[config.mk]
export PLATFORM = sky130hd
export DESIGN_NAME = tourn_pred
export DESIGN_NICKNAME = d
export VERILOG_FILES = /design/src/rtl/tp_pkg.sv /design/src/rtl/tp_ctr_table.sv /design/src/rtl/tp_hist_table.sv /design/src/rtl/tourn_pred.sv
export SDC_FILE = /design/constraint.sdc
export NUM_CORES = 1
export LEC_CHECK = 0
export BUFFER_PORTS_ARGS = -buffer_cell sky130_fd_sc_hd__buf_2
export CORE_MARGIN = 2
export CORE_UTILIZATION = 35
export DETAILED_ROUTE_END_ITERATION = 7
export PLACE_DENSITY = 0.54
export SETUP_SLACK_MARGIN = 0.1
export SYNTH_ARGS = -nofsm -noshare
export SYNTH_HDL_FRONTEND = slang
export SYNTH_HIERARCHICAL = 1
export SYNTH_SLANG_ARGS = --single-unit
[constraint.sdc]
create_clock -name clk -period 6.51 [get_ports clk]
set_input_delay 1.302 -clock clk [delete_from_list [all_inputs] [get_ports clk]]
set_output_delay 1.302 -clock clk [all_outputs]
set_load 0.1 [all_outputs]
[src/rtl/tp_pkg.sv]
package tp_pkg;

  // saturating step of an unsigned counter in [0, maxv]
  function automatic int sat_step(int cur, logic up, int maxv);
    if (up)
      return (cur >= maxv) ? maxv : cur + 1;
    else
      return (cur <= 0) ? 0 : cur - 1;
  endfunction

  // history shift: newest outcome enters at bit 0
  function automatic int hist_push(int cur, logic bit_in, int width);
    int mask;
    mask = (1 << width) - 1;
    return ((cur << 1) | int'(bit_in)) & mask;
  endfunction

endpackage

[src/rtl/tp_ctr_table.sv]
module tp_ctr_table #(
  parameter int W     = 2,
  parameter int IDX_W = 6
) (
  input  logic             clk,
  input  logic             rst_n,
  input  logic [IDX_W-1:0] rd_idx,
  output logic             rd_taken,
  input  logic             wr_en,
  input  logic [IDX_W-1:0] wr_idx,
  input  logic             wr_up
);
  localparam int DEPTH = 1 << IDX_W;
  localparam int MAXV  = (1 << W) - 1;

  logic [DEPTH-1:0][W-1:0] mem;
  logic [W-1:0] wr_cur;
  logic [W-1:0] wr_nxt;

  // upper half of the range means taken
  assign rd_taken = mem[rd_idx][W-1];
  assign wr_cur   = mem[wr_idx];
  assign wr_nxt   = W'(tp_pkg::sat_step(int'(wr_cur), wr_up, MAXV));

  always_ff @(posedge clk) begin
    if (!rst_n)
      mem <= '0;
    else if (wr_en)
      mem[wr_idx] <= wr_nxt;
  end

  AST_SAT_TOP: assert property (@(posedge clk) disable iff (!rst_n)
    wr_en && wr_up && (wr_cur == W'(MAXV)) |=> mem[$past(wr_idx)] == W'(MAXV));
  AST_SAT_BOTTOM: assert property (@(posedge clk) disable iff (!rst_n)
    wr_en && !wr_up && (wr_cur == '0) |=> mem[$past(wr_idx)] == '0);
  AST_STEP_UP: assert property (@(posedge clk) disable iff (!rst_n)
    wr_en && wr_up && (wr_cur != W'(MAXV)) |=> mem[$past(wr_idx)] == $past(wr_cur) + 1'b1);
  AST_IDLE_STABLE: assert property (@(posedge clk) disable iff (!rst_n)
    !wr_en |=> $stable(mem));

endmodule

[src/rtl/tp_hist_table.sv]
module tp_hist_table #(
  parameter int IDX_W = 4,
  parameter int HW    = 5
) (
  input  logic             clk,
  input  logic             rst_n,
  input  logic [IDX_W-1:0] rd_idx,
  output logic [HW-1:0]    rd_hist,
  input  logic             wr_en,
  input  logic [IDX_W-1:0] wr_idx,
  output logic [HW-1:0]    wr_cur,
  input  logic             wr_bit
);
  localparam int DEPTH = 1 << IDX_W;

  logic [DEPTH-1:0][HW-1:0] mem;

  assign rd_hist = mem[rd_idx];
  assign wr_cur  = mem[wr_idx];

  always_ff @(posedge clk) begin
    if (!rst_n)
      mem <= '0;
    else if (wr_en)
      mem[wr_idx] <= HW'(tp_pkg::hist_push(int'(wr_cur), wr_bit, HW));
  end

  AST_LHIST_SHIFT: assert property (@(posedge clk) disable iff (!rst_n)
    wr_en |=> mem[$past(wr_idx)] == {$past(wr_cur[HW-2:0]), $past(wr_bit)});
  AST_LHIST_HOLD: assert property (@(posedge clk) disable iff (!rst_n)
    !wr_en |=> $stable(mem));

endmodule

[src/rtl/tourn_pred.sv]
module tourn_pred #(
  parameter int PC_W      = 32,
  parameter int GHIST_W   = 6,
  parameter int LHT_IDX_W = 4,
  parameter int LHIST_W   = 5
) (
  input  logic            clk,
  input  logic            rst_n,
  input  logic [PC_W-1:0] lk_pc,
  output logic            pred_taken,
  output logic            pred_global,
  output logic            pred_local,
  input  logic            upd_valid,
  input  logic [PC_W-1:0] upd_pc,
  input  logic            upd_taken,
  input  logic            upd_pred_global,
  input  logic            upd_pred_local
);
  localparam int GCTR_W = 2;
  localparam int LCTR_W = 3;
  localparam int CH_W   = 2;
  localparam int PC_LSB = 2;

  logic [GHIST_W-1:0]   ghist;
  logic [LHT_IDX_W-1:0] lk_lht_idx;
  logic [LHT_IDX_W-1:0] upd_lht_idx;
  logic [LHIST_W-1:0]   lk_lhist;
  logic [LHIST_W-1:0]   upd_lhist;
  logic                 use_global;

  // named events for assertions
  logic global_ok;
  logic local_ok;
  logic chooser_move;

  assign lk_lht_idx  = lk_pc[PC_LSB +: LHT_IDX_W];
  assign upd_lht_idx = upd_pc[PC_LSB +: LHT_IDX_W];

  logic unused_pc_bits;
  assign unused_pc_bits = ^{lk_pc[PC_W-1:PC_LSB+LHT_IDX_W], lk_pc[PC_LSB-1:0],
                            upd_pc[PC_W-1:PC_LSB+LHT_IDX_W], upd_pc[PC_LSB-1:0]};

  assign global_ok    = (upd_pred_global == upd_taken);
  assign local_ok     = (upd_pred_local == upd_taken);
  assign chooser_move = upd_valid && (global_ok != local_ok);

  tp_ctr_table #(.W(GCTR_W), .IDX_W(GHIST_W)) u_global (
    .clk(clk), .rst_n(rst_n),
    .rd_idx(ghist), .rd_taken(pred_global),
    .wr_en(upd_valid), .wr_idx(ghist), .wr_up(upd_taken)
  );

  tp_hist_table #(.IDX_W(LHT_IDX_W), .HW(LHIST_W)) u_lht (
    .clk(clk), .rst_n(rst_n),
    .rd_idx(lk_lht_idx), .rd_hist(lk_lhist),
    .wr_en(upd_valid), .wr_idx(upd_lht_idx), .wr_cur(upd_lhist), .wr_bit(upd_taken)
  );

  tp_ctr_table #(.W(LCTR_W), .IDX_W(LHIST_W)) u_local (
    .clk(clk), .rst_n(rst_n),
    .rd_idx(lk_lhist), .rd_taken(pred_local),
    .wr_en(upd_valid), .wr_idx(upd_lhist), .wr_up(upd_taken)
  );

  // chooser: upper half selects global, steps toward the lone correct side
  tp_ctr_table #(.W(CH_W), .IDX_W(GHIST_W)) u_chooser (
    .clk(clk), .rst_n(rst_n),
    .rd_idx(ghist), .rd_taken(use_global),
    .wr_en(chooser_move), .wr_idx(ghist), .wr_up(global_ok)
  );

  assign pred_taken = use_global ? pred_global : pred_local;

  always_ff @(posedge clk) begin
    if (!rst_n)
      ghist <= '0;
    else if (upd_valid)
      ghist <= GHIST_W'(tp_pkg::hist_push(int'(ghist), upd_taken, GHIST_W));
  end

  AST_GHIST_SHIFT: assert property (@(posedge clk) disable iff (!rst_n)
    upd_valid |=> ghist == {$past(ghist[GHIST_W-2:0]), $past(upd_taken)});
  AST_GHIST_HOLD: assert property (@(posedge clk) disable iff (!rst_n)
    !upd_valid |=> $stable(ghist));
  AST_FINAL_FROM_COMPONENT: assert property (@(posedge clk) disable iff (!rst_n)
    (pred_global == pred_local) |-> pred_taken == pred_global);

endmodule

==> impl_metrics.env <==
export IMPL_power_density_nw_per_um2=247.5
export IMPL_syn_to_final_growth_pct=9.900
export IMPL_cpMostUsedCell="mux4_2"
export IMPL_busiest_layer="met2"
export IMPL_worstSkewPairLatency_ns=0.61
export IMPL_leakagePower_nw=8.035
export IMPL_port_buffers=16
export IMPL_synth_xor_area_share_pct=0.07632
export IMPL_cts_clk_slew_worst_paths_ns=0.06
export IMPL_synth_fa_ha_area_share_pct=0.3053
export IMPL_min_path_type="flip-flop to flip-flop"
export IMPL_finalHoldViolCount=0
export IMPL_detail_route_antenna_nets=0
export IMPL_dp_cells=3203
export IMPL_yosysSeqAreaShare_pct=38.20
export IMPL_holdWs_ns=0.4583
export IMPL_post_route_period_util_pct=93.44
export IMPL_path_cells="buf_2 > buf_4 > mux4_2 > a22oi_1 > nand3_1 > buf_4 > mux4_2 > mux4_2 > mux2_2 > mux2_2 > buf_2"
export IMPL_dp_hpwl_mm=40.83
export IMPL_cts_resized=0
export IMPL_max_slew_margin_pct=8.092
export IMPL_core_area_sq_um=64700
export IMPL_grt_use_met3_pct=2.817
export IMPL_yosys_top_cells_count="dfxtp_1, nand2_1, o21ai_0, nand3_1, o22ai_1"
export IMPL_synth_simple_gate_area_share_pct=16.87
export IMPL_cts_setup_buffers=0
export IMPL_synth_area_leader_cell="dfxtp_1"
export IMPL_syn_nets=2598
export IMPL_totalWireLength_mm=68.07
export IMPL_grtUsageTotal_pct=19.60
export IMPL_tns_ns=0
export IMPL_rows=93
export IMPL_grtUsageMet1_pct=27.84
export IMPL_synth_area_mux_share_pct=16.98
export IMPL_grt_antenna_before_repair=0
export IMPL_fp_dieW_um=260.1
export IMPL_ys_types=83
export IMPL_route_vias_total=19853
export IMPL_synth_area_leaders="dfxtp_1, mux4_2, nand2_1"
export IMPL_grt_max_degree=299
export IMPL_setup_viol=0
export IMPL_grt_pass1_vias=18587
export IMPL_gp_congestion=0.8796
export IMPL_ys_ff_latch=438
export IMPL_finClkSkew_ns=0.03368
export IMPL_die_h_um=260.1
export IMPL_critPathLaunchType="primary input"
export IMPL_hold_buffers=0
export IMPL_crit_type="primary input to output pin"
export IMPL_worstPathArrival_ns=4.78
export IMPL_synth_top_family_by_area="compound AO/OA/AOI/OAI gates"
export IMPL_synth_area_per_cell_sq_um=9.094
export IMPL_end_kind="output pin"
export IMPL_use_met2_pct=30.64
export IMPL_cts_sinks=438
export IMPL_cts_made_buffers=50
export IMPL_crit_family="multiplexers"
export IMPL_syn_cell_area_sq_um=22950
export IMPL_synth_main_ff_cell="dfxtp_1"
export IMPL_synth_top_area_share_pct=38.20
export IMPL_grt_pass1_wl_mm=107.0
export IMPL_drive_above_1_share_pct=13.72
export IMPL_clk_path_buf_depth=3
export IMPL_tightest_slew_ns=1.376
export IMPL_synth_compound_area_share_pct=21.94
export IMPL_firstDrtPassIters=5
export IMPL_fin_crit_ns=6.083
export IMPL_yosysMostFrequentCell="dfxtp_1"
export IMPL_critPathSlowestCell="mux4_2"
export IMPL_layout_nets=2474
export IMPL_drv_slew=0
export IMPL_worst_path_buf_inv=4
export IMPL_vias_per_cell=6.022
export IMPL_wire_per_inst_um=20.65
export IMPL_postSynthCellCount=2524
export IMPL_critPathRequiredTime_ns=5.21
export IMPL_dieArea_sq_um=67640
export IMPL_vdd_drop_max_mv=0.1572
export IMPL_cpPeakStageDelay_ns=0.53
export IMPL_rsz0062_at_grt="no"
export IMPL_async_flop_share_pct=0
export IMPL_ctsHtreeMaxLevel=2
export IMPL_cp_max_fo=9
export IMPL_cts_root_buf="clkbuf_16"
export IMPL_io_pins=73
export IMPL_maxCapViolCount=0
export IMPL_final_cells=3297
export IMPL_drt_iter0_markers=1744
export IMPL_drc=0
export IMPL_ys_warn_count=6
export IMPL_cts_tree="built"
export IMPL_start_util_pct=35.48
export IMPL_status="finished, final reports clean"
export IMPL_overflow=0
export IMPL_synth_edf_count=0
export IMPL_diodes=0
export IMPL_timing_fmax_mhz=164.4
==> layout make-up <==
cell class	instances	area, sq um
Multi-Input combinational cell	1833	12940
Fill cell	6467	39470
Clock buffer	66	1434
Sequential cell	438	8780
Tap cell	855	1070
Timing Repair Buffer	63	555.5
Inverter	14	52.55
Clock inverter	28	392.9
==> cells in the final DEF (no fill, tap or decap), drive strengths merged, types with 5 or more instances in the layout <==
cell	Yosys	layout
o41ai	32	32
clkbuf	127	66
nor3	6	6
nand2	338	338
nor4	9	9
inv	13	13
or4bb	5	5
nor3b	9	9
nor2b	44	44
dfxtp	438	438
nand2b	5	5
o22ai	164	164
and3b	12	12
o21ai	260	260
a221o	5	5
nand4	22	22
and3	11	11
a21boi	92	92
bufinv	0	9
mux2i	110	110
or4b	5	5
a221oi	12	12
a21oi	9	9
mux4	114	114
mux2	18	18
a22oi	21	21
buf	112	63
nand3	177	177
nand3b	7	7
a31oi	132	132
nor2	151	151
clkinv	1	19
==> per-stage QoR <==
step / instance area [sq um] / worst slack (ns) / utilization (%) / power, mW
floorplan: 22950 / 0.5951 / - / 3.085
global placement: 23400 / 0.3786 / 36.16 / 3.181
detailed placement: 23400 / 0.3603 / 36.16 / 3.188
CTS: 25220 / 0.4261 / 38.99 / 6.306
global route: 25220 / 0.3072 / 38.99 / 6.440
finish: 25220 / 0.4269 / 38.99 / 6.242
==> sequential cells by signal (all words and copies together), names as in the netlist <==
signal,count
ghist,6
u_global/mem,128
u_local/mem,96
u_lht/mem,80
u_chooser/mem,128
==> worst reg2reg max path: cells and delay by family (launching register included) <==
| family | cells | cell delay (ns) |
|---|---|---|
| multiplexers | 2 | 0.85 |
| AND/OR/NAND/NOR | 3 | 1.07 |
| flip-flops | 1 | 0.32 |
| AO/OA/AOI/OAI | 5 | 1.02 |
| buffers and inverters | 4 | 0.79 |
| adder cells (fa/ha/maj) | 2 | 0.44 |
==> power breakdown <==
part | total, mW | internal [mW] | leakage (nW) | switching (mW)
combinational | 0.427 | 0.113 | 3.60 | 0.314
clock | 3.11 | 1.91 | 0.911 | 1.20
sequential | 2.71 | 2.69 | 3.53 | 0.0194
==> metal layers <==
metal / vias to the layer above / part of all wire [%]
met5: - / 0
li1: 9248 / -
met3: 117 / 6.4
met4: 0 / 2.5
met1: 9815 / 45
met2: 673 / 46
==> logic make-up (layout without fill, tap and decap cells) <==
family	after synthesis	count (layout)
multiplexers	242	242
flip-flops	438	438
XOR/XNOR	2	2
buffers and inverters	253	171
adder cells (fa/ha/maj)	6	6
AND/OR/NAND/NOR	824	824
AO/OA/AOI/OAI	759	759
==> worst paths after layout <==
| check | start | endpoint | slack (ns) | cells past startpoint |
|---|---|---|---|---|
| worst min register to register | u_local/mem[3] | u_local/mem[3] | 0.46 | 2 |
| worst max-delay path | lk_pc[2] | pred_taken | 0.43 | 11 |
| worst min-delay path | u_local/mem[3] | u_local/mem[3] | 0.46 | 2 |
| worst max register to register | u_lht/mem[6] | u_local/mem[63] | 1.88 | 16 |
No activity file was read; power rests on OpenSTA's default activity.
